`src/rtl/es_pkg.sv`:
```
package es_pkg;
  localparam int NBLK = 7;
  localparam int BIW  = $clog2(NBLK);
  localparam int SEG_W = 5;

  typedef logic [NBLK-1:0] blkmask_t;
  typedef logic [BIW-1:0]  blkidx_t;

  typedef enum logic [2:0] {
    ST_IDLE, ST_WIN, ST_PICK, ST_GO, ST_WAIT, ST_SUSP, ST_END
  } wst_t;

  typedef enum logic {
    PH_ZERO = 1'b0,
    PH_WIPE = 1'b1
  } phase_t;

  function automatic blkidx_t lowest_set(blkmask_t m);
    blkidx_t r;
    r = '0;
    for (int i = NBLK - 1; i >= 0; i--) begin
      if (m[i]) r = blkidx_t'(i);
    end
    return r;
  endfunction
endpackage

```
`src/rtl/es_decode.sv`:
```
module es_decode
  import es_pkg::*;
#(
  parameter int ADDR_W   = 18,
  parameter bit BOOT_TOP = 1'b1
) (
  input  logic [ADDR_W-1:0] addr,
  output blkidx_t           idx
);
  localparam int LOW_W = ADDR_W - SEG_W;

  logic [SEG_W-1:0] seg;
  logic             unused_low;

  assign seg        = addr[ADDR_W-1 -: SEG_W];
  assign unused_low = ^addr[LOW_W-1:0];

  generate
    if (BOOT_TOP) begin : g_top
      always_comb begin
        if (seg < 5'd8)        idx = blkidx_t'(0);
        else if (seg < 5'd16)  idx = blkidx_t'(1);
        else if (seg < 5'd24)  idx = blkidx_t'(2);
        else if (seg < 5'd28)  idx = blkidx_t'(3);
        else if (seg == 5'd28) idx = blkidx_t'(4);
        else if (seg == 5'd29) idx = blkidx_t'(5);
        else                   idx = blkidx_t'(6);
      end
    end else begin : g_bot
      always_comb begin
        if (seg < 5'd2)        idx = blkidx_t'(0);
        else if (seg == 5'd2)  idx = blkidx_t'(1);
        else if (seg == 5'd3)  idx = blkidx_t'(2);
        else if (seg < 5'd8)   idx = blkidx_t'(3);
        else if (seg < 5'd16)  idx = blkidx_t'(4);
        else if (seg < 5'd24)  idx = blkidx_t'(5);
        else                   idx = blkidx_t'(6);
      end
    end
  endgenerate
endmodule

```
`src/rtl/es_timer.sv`:
```
module es_timer #(
  parameter int TIMEOUT_CYC = 17000
) (
  input  logic clk,
  input  logic rst,
  input  logic start,
  input  logic cancel,
  output logic running,
  output logic expire
);
  localparam int CW = (TIMEOUT_CYC > 1) ? $clog2(TIMEOUT_CYC) : 1;

  logic [CW-1:0] cnt;

  always_ff @(posedge clk) begin
    if (rst || cancel) begin
      running <= 1'b0;
      cnt     <= '0;
    end else if (start) begin
      running <= 1'b1;
      cnt     <= CW'(TIMEOUT_CYC - 1);
    end else if (running) begin
      if (cnt == '0) running <= 1'b0;
      else           cnt     <= cnt - 1'b1;
    end
  end

  assign expire = running && (cnt == '0);

  // a (re)start always leaves the window open on the next cycle
  assert_restart_opens_R4: assert property (@(posedge clk) disable iff (rst)
    (start && !cancel) |=> running)
    else $error("window not open after start");

  // a cancel always closes the window
  assert_cancel_closes_R9: assert property (@(posedge clk) disable iff (rst)
    cancel |=> !running)
    else $error("window still open after cancel");
endmodule

```
`src/rtl/es_walker.sv`:
```
module es_walker
  import es_pkg::*;
(
  input  logic     clk,
  input  logic     rst,
  input  logic     cfm_stb,
  input  blkidx_t  cfm_idx,
  input  logic     chip_stb,
  input  logic     susp_stb,
  input  logic     resm_stb,
  input  logic     abort_stb,
  input  blkmask_t prot,
  input  logic     win_exp,
  output logic     win_start,
  output logic     win_cancel,
  input  logic     arr_busy,
  input  logic     arr_fail,
  output logic     arr_go,
  output logic     arr_op,
  output blkidx_t  arr_blk,
  output blkmask_t set_mask,
  output logic     suspended,
  output logic     done,
  output logic     fail
);
  wst_t     st;
  phase_t   phase;
  blkmask_t pend;
  blkidx_t  cur;
  logic     seen_busy;
  logic     susp_pend;

  logic     cfm_ok;
  blkmask_t cfm_bit;
  blkmask_t chip_set;
  logic     chip_ok;
  logic     susp_now;

  assign cfm_bit  = blkmask_t'(1) << cfm_idx;
  assign cfm_ok   = cfm_stb && !prot[cfm_idx];
  assign chip_set = ~prot;
  assign chip_ok  = chip_stb && (chip_set != '0);
  assign susp_now = susp_pend || susp_stb;

  always_comb begin
    win_start  = 1'b0;
    win_cancel = 1'b0;
    if (abort_stb) begin
      win_cancel = 1'b1;
    end else begin
      case (st)
        ST_IDLE, ST_END: begin
          if (!chip_ok && cfm_ok) win_start = 1'b1;
        end
        ST_WIN: begin
          if (susp_stb || chip_ok) win_cancel = 1'b1;
          else if (cfm_ok)         win_start  = 1'b1;
        end
        default: ;
      endcase
    end
  end

  always_ff @(posedge clk) begin
    if (rst || abort_stb) begin
      st        <= ST_IDLE;
      phase     <= PH_ZERO;
      pend      <= '0;
      set_mask  <= '0;
      cur       <= '0;
      seen_busy <= 1'b0;
      susp_pend <= 1'b0;
      fail      <= 1'b0;
      arr_go    <= 1'b0;
      arr_op    <= 1'b0;
      arr_blk   <= '0;
    end else begin
      arr_go <= 1'b0;
      case (st)
        ST_IDLE, ST_END: begin
          if (chip_ok) begin
            set_mask  <= chip_set;
            pend      <= chip_set;
            fail      <= 1'b0;
            phase     <= PH_ZERO;
            susp_pend <= 1'b0;
            st        <= ST_PICK;
          end else if (cfm_ok) begin
            set_mask  <= cfm_bit;
            fail      <= 1'b0;
            phase     <= PH_ZERO;
            susp_pend <= 1'b0;
            st        <= ST_WIN;
          end
        end
        ST_WIN: begin
          if (susp_stb) begin
            pend <= set_mask;
            st   <= ST_SUSP;
          end else if (chip_ok) begin
            set_mask <= chip_set;
            pend     <= chip_set;
            st       <= ST_PICK;
          end else if (cfm_ok) begin
            set_mask <= set_mask | cfm_bit;
          end else if (win_exp) begin
            pend <= set_mask;
            st   <= ST_PICK;
          end
        end
        ST_PICK: begin
          if (pend == '0) begin
            st        <= ST_END;
            susp_pend <= 1'b0;
          end else if (susp_now) begin
            st        <= ST_SUSP;
            susp_pend <= 1'b0;
          end else begin
            cur <= lowest_set(pend);
            st  <= ST_GO;
          end
        end
        ST_GO: begin
          susp_pend <= susp_now;
          arr_go    <= 1'b1;
          arr_op    <= phase;
          arr_blk   <= cur;
          seen_busy <= 1'b0;
          st        <= ST_WAIT;
        end
        ST_WAIT: begin
          susp_pend <= susp_now;
          if (arr_busy) begin
            seen_busy <= 1'b1;
          end else if (seen_busy) begin
            if (arr_fail) begin
              fail      <= 1'b1;
              susp_pend <= 1'b0;
              st        <= ST_END;
            end else if (phase == PH_ZERO) begin
              phase <= PH_WIPE;
              if (susp_now) begin
                susp_pend <= 1'b0;
                st        <= ST_SUSP;
              end else begin
                st <= ST_GO;
              end
            end else begin
              pend[cur] <= 1'b0;
              phase     <= PH_ZERO;
              st        <= ST_PICK;
            end
          end
        end
        ST_SUSP: begin
          if (resm_stb) st <= (phase == PH_WIPE) ? ST_GO : ST_PICK;
        end
        default: st <= ST_IDLE;
      endcase
    end
  end

  assign suspended = (st == ST_SUSP);
  assign done      = (st == ST_END);

  // the start of an operation is a single-cycle pulse
  assert_go_pulse_R6: assert property (@(posedge clk) disable iff (rst)
    arr_go |=> !arr_go)
    else $error("arr_go longer than one cycle");

  // operations only target blocks of the erase set
  assert_go_in_set_R6: assert property (@(posedge clk) disable iff (rst)
    arr_go |-> set_mask[arr_blk])
    else $error("operation outside the erase set");

  // nothing is started while suspended
  assert_no_go_suspended_R10: assert property (@(posedge clk) disable iff (rst)
    suspended |-> !arr_go)
    else $error("operation started while suspended");

  // a failure always ends the sequence
  assert_fail_ends_R12: assert property (@(posedge clk) disable iff (rst)
    fail |-> done)
    else $error("fail without done");

  // abort wipes the erase state
  assert_abort_clears_R13: assert property (@(posedge clk) disable iff (rst)
    abort_stb |=> (set_mask == '0 && !done && !fail && !suspended))
    else $error("state left after abort");
endmodule

```
`src/rtl/erase_sched.sv`:
```
module erase_sched
  import es_pkg::*;
#(
  parameter int ADDR_W      = 18,
  parameter bit BOOT_TOP    = 1'b1,
  parameter int TIMEOUT_CYC = 17000
) (
  input  logic              clk,
  input  logic              rst,
  input  logic              cfm_stb,
  input  logic [ADDR_W-1:0] cfm_addr,
  input  logic              chip_stb,
  input  logic              susp_stb,
  input  logic              resm_stb,
  input  logic              abort_stb,
  input  logic [NBLK-1:0]   prot_mask,
  input  logic [ADDR_W-1:0] pgm_addr,
  input  logic              arr_busy,
  input  logic              arr_fail,
  output logic              arr_go,
  output logic              arr_op,
  output logic [BIW-1:0]    arr_blk,
  output logic [NBLK-1:0]   set_mask,
  output logic              window_open,
  output logic              suspended,
  output logic              done,
  output logic              fail,
  output logic              pgm_ok
);
  blkidx_t cfm_idx;
  blkidx_t pgm_idx;
  logic    win_start;
  logic    win_cancel;
  logic    win_exp;

  es_decode #(.ADDR_W(ADDR_W), .BOOT_TOP(BOOT_TOP)) u_dec_cfm (
    .addr (cfm_addr),
    .idx  (cfm_idx)
  );

  es_decode #(.ADDR_W(ADDR_W), .BOOT_TOP(BOOT_TOP)) u_dec_pgm (
    .addr (pgm_addr),
    .idx  (pgm_idx)
  );

  es_timer #(.TIMEOUT_CYC(TIMEOUT_CYC)) u_timer (
    .clk     (clk),
    .rst     (rst),
    .start   (win_start),
    .cancel  (win_cancel),
    .running (window_open),
    .expire  (win_exp)
  );

  es_walker u_walk (
    .clk        (clk),
    .rst        (rst),
    .cfm_stb    (cfm_stb),
    .cfm_idx    (cfm_idx),
    .chip_stb   (chip_stb),
    .susp_stb   (susp_stb),
    .resm_stb   (resm_stb),
    .abort_stb  (abort_stb),
    .prot       (prot_mask),
    .win_exp    (win_exp),
    .win_start  (win_start),
    .win_cancel (win_cancel),
    .arr_busy   (arr_busy),
    .arr_fail   (arr_fail),
    .arr_go     (arr_go),
    .arr_op     (arr_op),
    .arr_blk    (arr_blk),
    .set_mask   (set_mask),
    .suspended  (suspended),
    .done       (done),
    .fail       (fail)
  );

  always_ff @(posedge clk) begin
    if (rst) pgm_ok <= 1'b0;
    else     pgm_ok <= suspended && !set_mask[pgm_idx] && !prot_mask[pgm_idx];
  end

  // a suspended erase never has its start window running
  assert_susp_no_window_R9: assert property (@(posedge clk) disable iff (rst)
    suspended |-> !window_open)
    else $error("window open while suspended");

  // the walk does not start while the window is open
  assert_no_go_in_window_R4: assert property (@(posedge clk) disable iff (rst)
    window_open |-> !arr_go)
    else $error("operation during start window");
endmodule

```
`config.mk`:
```
export PLATFORM = sky130hd
export DESIGN_NAME = erase_sched
export DESIGN_NICKNAME = d
export VERILOG_FILES = /design/src/rtl/es_pkg.sv /design/src/rtl/es_decode.sv /design/src/rtl/es_timer.sv /design/src/rtl/es_walker.sv /design/src/rtl/erase_sched.sv
export SDC_FILE = /design/constraint.sdc
export NUM_CORES = 1
export LEC_CHECK = 0
export BUFFER_PORTS_ARGS = -buffer_cell sky130_fd_sc_hd__clkbuf_2
export CORE_ASPECT_RATIO = 0.9
export CORE_MARGIN = 2
export CORE_UTILIZATION = 45
export CTS_BUF_LIST = sky130_fd_sc_hd__clkbuf_16
export DETAILED_ROUTE_END_ITERATION = 8
export PLACE_DENSITY_LB_ADDON = 0.1
export REMOVE_ABC_BUFFERS = 1
export SYNTH_ARGS = -nofsm -noshare
export SYNTH_HDL_FRONTEND = slang
export SYNTH_SLANG_ARGS = --single-unit
```
`constraint.sdc`:
```
create_clock -name clk -period 6.55 [get_ports clk]
set_input_delay 1.965 -clock clk [delete_from_list [all_inputs] [get_ports clk]]
set_output_delay 1.965 -clock clk [all_outputs]
set_load 0.02 [all_outputs]
```
* Word-level counts from Yosys, hierarchy flattened
Index checks and enable logic that the tools add are counted. W data, S select, Z words.
Word-level totals: flip-flop bits (word level) 46, latch bits 0, memory bits (writable) 0, memory bits (read-only) 0, memories 0
Cells by class: add/sub/neg operators 1, multiply operators 0, div/mod/pow operators 0, $lt $le $gt $ge 12, eq/ne operators 25, shift-type cells 1, multiplexer cells 93, bitwise logic cells 7, reductions and logical operators 37
Operators by type and width (count):
- $mux W7 | 14
- $mux W3 | 30
- $mux W15 | 3
- $mux W1 | 32
- $lt A5 B5 Y1 const B | 6
- $pmux W7 S3 | 1
- $eq A5 B5 Y1 const B | 4
- $pmux W3 S6 | 1
- $logic_not A15 Y1 | 1
- $sub A15 B1 Y15 const B | 1
- $not A7 Y7 | 2
- $pmux W7 S2 | 1
- $lt A3 B4 Y1 const B | 3
- $ne A2 B2 Y1 const B | 6
- $lt A5 B4 Y1 const B | 2
- $reduce_and A5 Y1 | 2
- $bmux W1 S3 | 3
- $eq A3 B3 Y1 const B | 3
- $ne A3 B1 Y1 const B | 3
- $ne A2 B1 Y1 const B | 4
- $pmux W1 S2 | 4
- $reduce_and A8 Y1 | 1
- $reduce_bool A2 Y1 | 4
- $and A7 B7 Y7 | 1
- 24 further kinds | 44

* Logic depth before layout (Yosys ltp)
depth in word-level cells 17, mapped depth 9, depth with buffers taken out 8

* By module
From an unflattened synthesis, not the netlist that was laid out.
Unflattened totals: cells, all modules 393, area total of the unflattened synthesis 3055.4 µm²
Modules (own cells, without submodules):
- es_walker | times used 1, cells an instance 258, area an instance 1958.1 µm²
- es_timer | times used 1, cells an instance 107, area an instance 923.4 µm²
- erase_sched | times used 1, cells an instance 16, area an instance 106.4 µm²
- es_decode | times used 2, cells an instance 6, area an instance 33.8 µm²

* Worst setup path after synthesis
Ideal clock, no wire load.
path type in2reg, start point in cfm_addr[16], end point reg u_walk.st[0], setup time 122 ps, arrival time 3382 ps, required time 6428 ps, slack 3046 ps, stages on the path 8, buffers on the path 2, cells stage by stage clkbuf_2 -> nor3b_1 -> o22a_1 -> o21ai_2 -> a31o_2 -> buf_4 -> nand2_1 -> o311a_1
On the way: cells in the longest elaborated chain, start to end 13, elaborated cells on any way between the ends 19, classes of those cells order compare: 4; eq/ne: 4; mux: 8; reduce/logical: 3
RTL lines:
- from (decl) | line erase_sched.sv:11 | input logic [ADDR_W-1:0] cfm_addr,
- $eq A5 B5 Y1 | line es_decode.sv:26 | else if (seg == 5'd29) idx = blkidx_t'(5);
- $mux W2 | line es_decode.sv:26
- $mux W3 | line es_decode.sv:25 | else if (seg == 5'd28) idx = blkidx_t'(4);
- $mux W3 | line es_decode.sv:24 | else if (seg < 5'd28) idx = blkidx_t'(3);
- $mux W3 | line es_decode.sv:23 | else if (seg < 5'd24) idx = blkidx_t'(2);
- $mux W3 | line es_decode.sv:22 | else if (seg < 5'd16) idx = blkidx_t'(1);
- $mux W3 * | line es_decode.sv:21 | if (seg < 5'd8) idx = blkidx_t'(0);
- $bmux W1 S3 * | line es_walker.sv:40 | assign cfm_ok = cfm_stb && !prot[cfm_idx];
- $mux W1 (implied by the code) * | line es_walker.sv:40
- $logic_not A1 Y1 * | line es_walker.sv:40
- $logic_and A1 B1 Y1 * | line es_walker.sv:40
- $ne A4 B4 Y1 (no line) / $ne A3 B1 Y1 (equally long branches)
- $reduce_and A6 Y1 (no line) *
- to (signal assigned) | line es_walker.sv:156 | if (resm_stb) st <= (phase == PH_WIPE) ? ST_GO : ST_PICK;
- to (decl) | line es_walker.sv:26 | wst_t st;
Mark *: on every way between the ends. The rest lies on a longest branch, timed or not. The select of a mux whose other input is x is not followed. A chain may end at the register's enable or synchronous reset.

* Worst setup path after layout
start point in prot_mask[4], end point reg u_walk.pend[3]
On the way: cells in the longest elaborated chain, start to end 6, elaborated cells on any way between the ends 14, classes of those cells eq/ne: 3; mux: 5; bitwise: 1; reduce/logical: 5
RTL lines:
- from (decl) | line erase_sched.sv:16 | input logic [NBLK-1:0] prot_mask,
- $bmux W1 S3 / $not A7 Y7 (equally long branches) | line es_walker.sv:40, es_walker.sv:41
- $mux W1 (implied by the code) / $reduce_bool A7 Y1 (equally long branches) | line es_walker.sv:40, es_walker.sv:42
- $logic_not A1 Y1 / $logic_and A1 B1 Y1 (equally long branches) | line es_walker.sv:40, es_walker.sv:42
- $logic_and A1 B1 Y1 / $mux W7 (equally long branches) | line es_walker.sv:40, es_walker.sv:100
- $ne A4 B4 Y1 (no line) / $mux W7 (equally long branches)
- $reduce_and A8 Y1 (no line) / $pmux W7 S3 (equally long branches)
- to (signal assigned) | line es_walker.sv:83 | pend <= chip_set;
- to (signal assigned) | line es_walker.sv:98 | pend <= set_mask;
- to (signal assigned) | line es_walker.sv:102 | pend <= chip_set;
- to (decl) | line es_walker.sv:28 | blkmask_t pend;
Parallel ways exist; a longest one is shown, timed or not. The select of a mux whose other input is x is not followed.

==> summary.md <==
| Metric | Value |
|---|---|
| Status | `complete, but fails checks` |
| Failing checks | `design-rule violations` |
| EDFF count, synth | `0` |
| Post-synthesis instance area | `approximately 2700 um2` |
| Crit path DAT | `4.03 ns` |
| Setup TNS | `0 ns` |
| Avg WL per Cell | `15.1 um` |
| CTS tree | `built` |
| Max_slew headroom | `roughly half` |
| Worst Hold Class | `reg -> reg` |
| Drt first pass iters | `8` |
| Total clock sinks | `46` |
| Final ANT Viol Nets | `0` |
| H-tree depth | `2` |
| Crit end category | `flop` |
| Total Routing Usage GR | `21.4%` |
| Slew Limit Fails | `0` |
| Max Fclk | `262 MHz` |
| Antenna violations before repair | `0` |
| GPL Wtd Cong | `0.859` |
| PD cells | `226 nW/um2` |
| Mapped Cells | `355` |
| Crit path max fanout | `18` |
| Startpoint types | `primary input` |
| Via Count | `about 2700` |
| Final net count | `440` |
| Die Width | `about 86 um` |
| Comb pwr share | `16.6%` |
| Std cell rows | `26` |
| RSZ-0062 raised after global routing | `no` |
| Worst-skew pair later-pin latency | `between 0.2 and 0.3 ns` |
| Reg power frac | `43.1%` |
| Number of global-route vias before repair | `2446` |
| DRC | `5` |
| Hold-fix buffers, CTS | `0` |
| Largest area contributor in the netlist | `dfxtp_1` |
| IO Count | `69` |
| Seq cells post-synth | `46` |
| Overall die height | `77.6 um` |
| Top cells by area, synth | `dfxtp_1, a21oi_1, nor2_1, nand2_1, nor3_1` |
| Yosys top cell area share | `34.0%` |
| Post-synthesis async set-or-reset flop share | `0%` |
| Pre-CTS WS | `2.48 ns` |
| Clock power share | `40.2%` |
| Post-CTS setup buffer count | `0` |
| Drt first-iter violations | `around 150` |
| Post-synth top cells | `dfxtp_1, nor2_1, a21oi_1` |
| Final hold vios | `0` |
| Max Clock Skew | `0.00476 ns` |
| Core ar. | `roughly 5800 um2` |
| Num CTS Buffers | `5` |
| Synth cell types | `57` |
| Peak VDD IR | `0.000132 V` |
| Power Internal | `between 500 and 600 uW` |
| NetSw | `186 uW` |
| WL final | `6.91 mm` |
| Post_cts resized | `0` |
| Layout cell share with drive strength beyond 1 | `15.2%` |
| Yosys warns | `0` |
| Grt ovf | `0` |
| CTS root buffer | `clkbuf_16` |
| Worst Max-Slew Pin Slew | `a little under 0.8 ns` |
| Max Root-Sink Buffers | `2` |
| Worst Path Required | `6.76 ns` |
| Worst setup margin | `between 2 and 3 ns` |
| Period utilization | `58.3%` |
| Post-route minimum period | `3.82 ns` |
| Initial Util | `between 40% and 50%` |
| Detailed placement HPWL | `5.03 mm` |
| Die area | `6660 um2` |
| Synthesized area per cell | `roughly 7.6 um2` |
| Area grow syn2layout | `13.8%` |
| Synth Flop Type | `dfxtp_1` |
| Switching power share of the total | `26.7%` |
| Largest net degree at the start of global routing | `27` |
| Vias/cell | `about 6` |
| IO Port Bufs | `42` |
| Reg clk slew, reported paths | `0.06 ns` |
| Ant diodes | `0` |
| Leak pwr | `between 1 and 1.5 nW` |
| Max Cap Violations | `0` |
| # setup viols final | `0` |
| Sequential element share of the synthesized area | `34.0%` |
| Kind of critical path | `in -> reg` |
| Global-route wire length before repair | `11.7 mm` |
## layout make-up
cell class / count / area (um2)
multi-input combinational: 280 / 1650
inverter: 11 / 41.3
fill: 574 / 2680
tap: 70 / 87.6
timing repair buffer: 43 / 218
clock inverter: 3 / 37.5
sequential: 46 / 921
clock buffer: 5 / 125
## layer usage
layer  GRT usage [%]  share of wire, %  vias up
met2            32.0                44       71
met5               0                 0        -
met1            31.3                50     1257
met3            4.26               5.4        6
li1                -                 -     1374
met4            5.40              0.87        0
## per-stage QoR
| step | cells | cell area [um2] | utilization [%] | hold slack, ns | power, mW |
|---|---|---|---|---|---|
| after global placement | 450 | 2920 | 50.7 | 0.445 | 0.421 |
| after detailed placement | 450 | 2920 | 50.7 | 0.453 | 0.421 |
| final | 458 | 3080 | 53.5 | 0.459 | 0.696 |
| after floorplan | 337 | 2610 | - | 0.469 | 0.383 |
| after global routing | 458 | 3080 | 53.5 | 0.471 | 0.730 |
| after CTS | 458 | 3080 | 53.5 | 0.462 | 0.700 |
## power by group through the flow
stage	Clock [mW]	Sequential [mW]	Combinational (mW)
final	0.280	0.300	0.116
after global routing	0.299	0.302	0.129
after CTS	0.285	0.300	0.116
after detailed placement	0	0.306	0.115
after global placement	0	0.306	0.114
after floorplan	0	0.306	0.0766
## cell families after synthesis
| kind of cell | Yosys count | synth area share [%] |
|---|---|---|
| XOR/XNOR | 13 | 4.20 |
| buffers and inverters | 29 | 5.03 |
| multiplexers | 5 | 1.85 |
| AND/OR/NAND/NOR | 150 | 27.3 |
| AO/OA/AOI/OAI | 111 | 27.1 |
| adder cells (fa/ha/maj) | 1 | 0.462 |
| flip-flops | 46 | 34.0 |
## final timing paths
path,startpoint,end,slack (ns),cells past startpoint
worst min register to register,u_walk.arr_op,u_walk.arr_op,0.46,2
worst min-delay path,u_walk.arr_op,u_walk.arr_op,0.46,2
worst max register to register,u_walk.st[0],u_timer.cnt[7],4.29,6
worst max-delay path,prot_mask[4],u_walk.pend[3],2.73,7
## worst max-delay path, cell delays in order
cell and delay (ns):
clkbuf_2 0.13, and4_1 0.26, a21oi_2 0.64, a21oi_1 0.20, o21ai_1 0.48, o211ai_1 0.17, a21oi_1 0.18
## sequential cells by signal, indices dropped and copies added (netlist names), 3 cells and up
name and count:
u_walk.pend 7, u_walk.set_mask 7, u_walk.arr_blk 3, u_walk.cur 3, u_walk.st 3, u_timer.cnt 15
## layout by cell type, fill, tap and decap left out, types with 3 or more instances in the layout
cell        n
xnor2_1     7
nor4b_1     3
a21oi_1    41
nor2b_1     3
xor2_1      6
inv_1      13
a21o_1      5
mux2i_1     5
o221ai_1    7
nor3_1     23
dfxtp_1    46
o21ai_0    13
nand3_1    12
and3_1      3
a31oi_1     3
nand2_1    33
clkbuf_16   5
clkbuf_2   42
o211ai_1    4
nor2_1     46
nand2b_1    5
a211oi_1    6
a211o_1     5
or3_1       3
o311ai_0    4
a221oi_1    5
No activity file was read; power rests on OpenSTA's default activity.
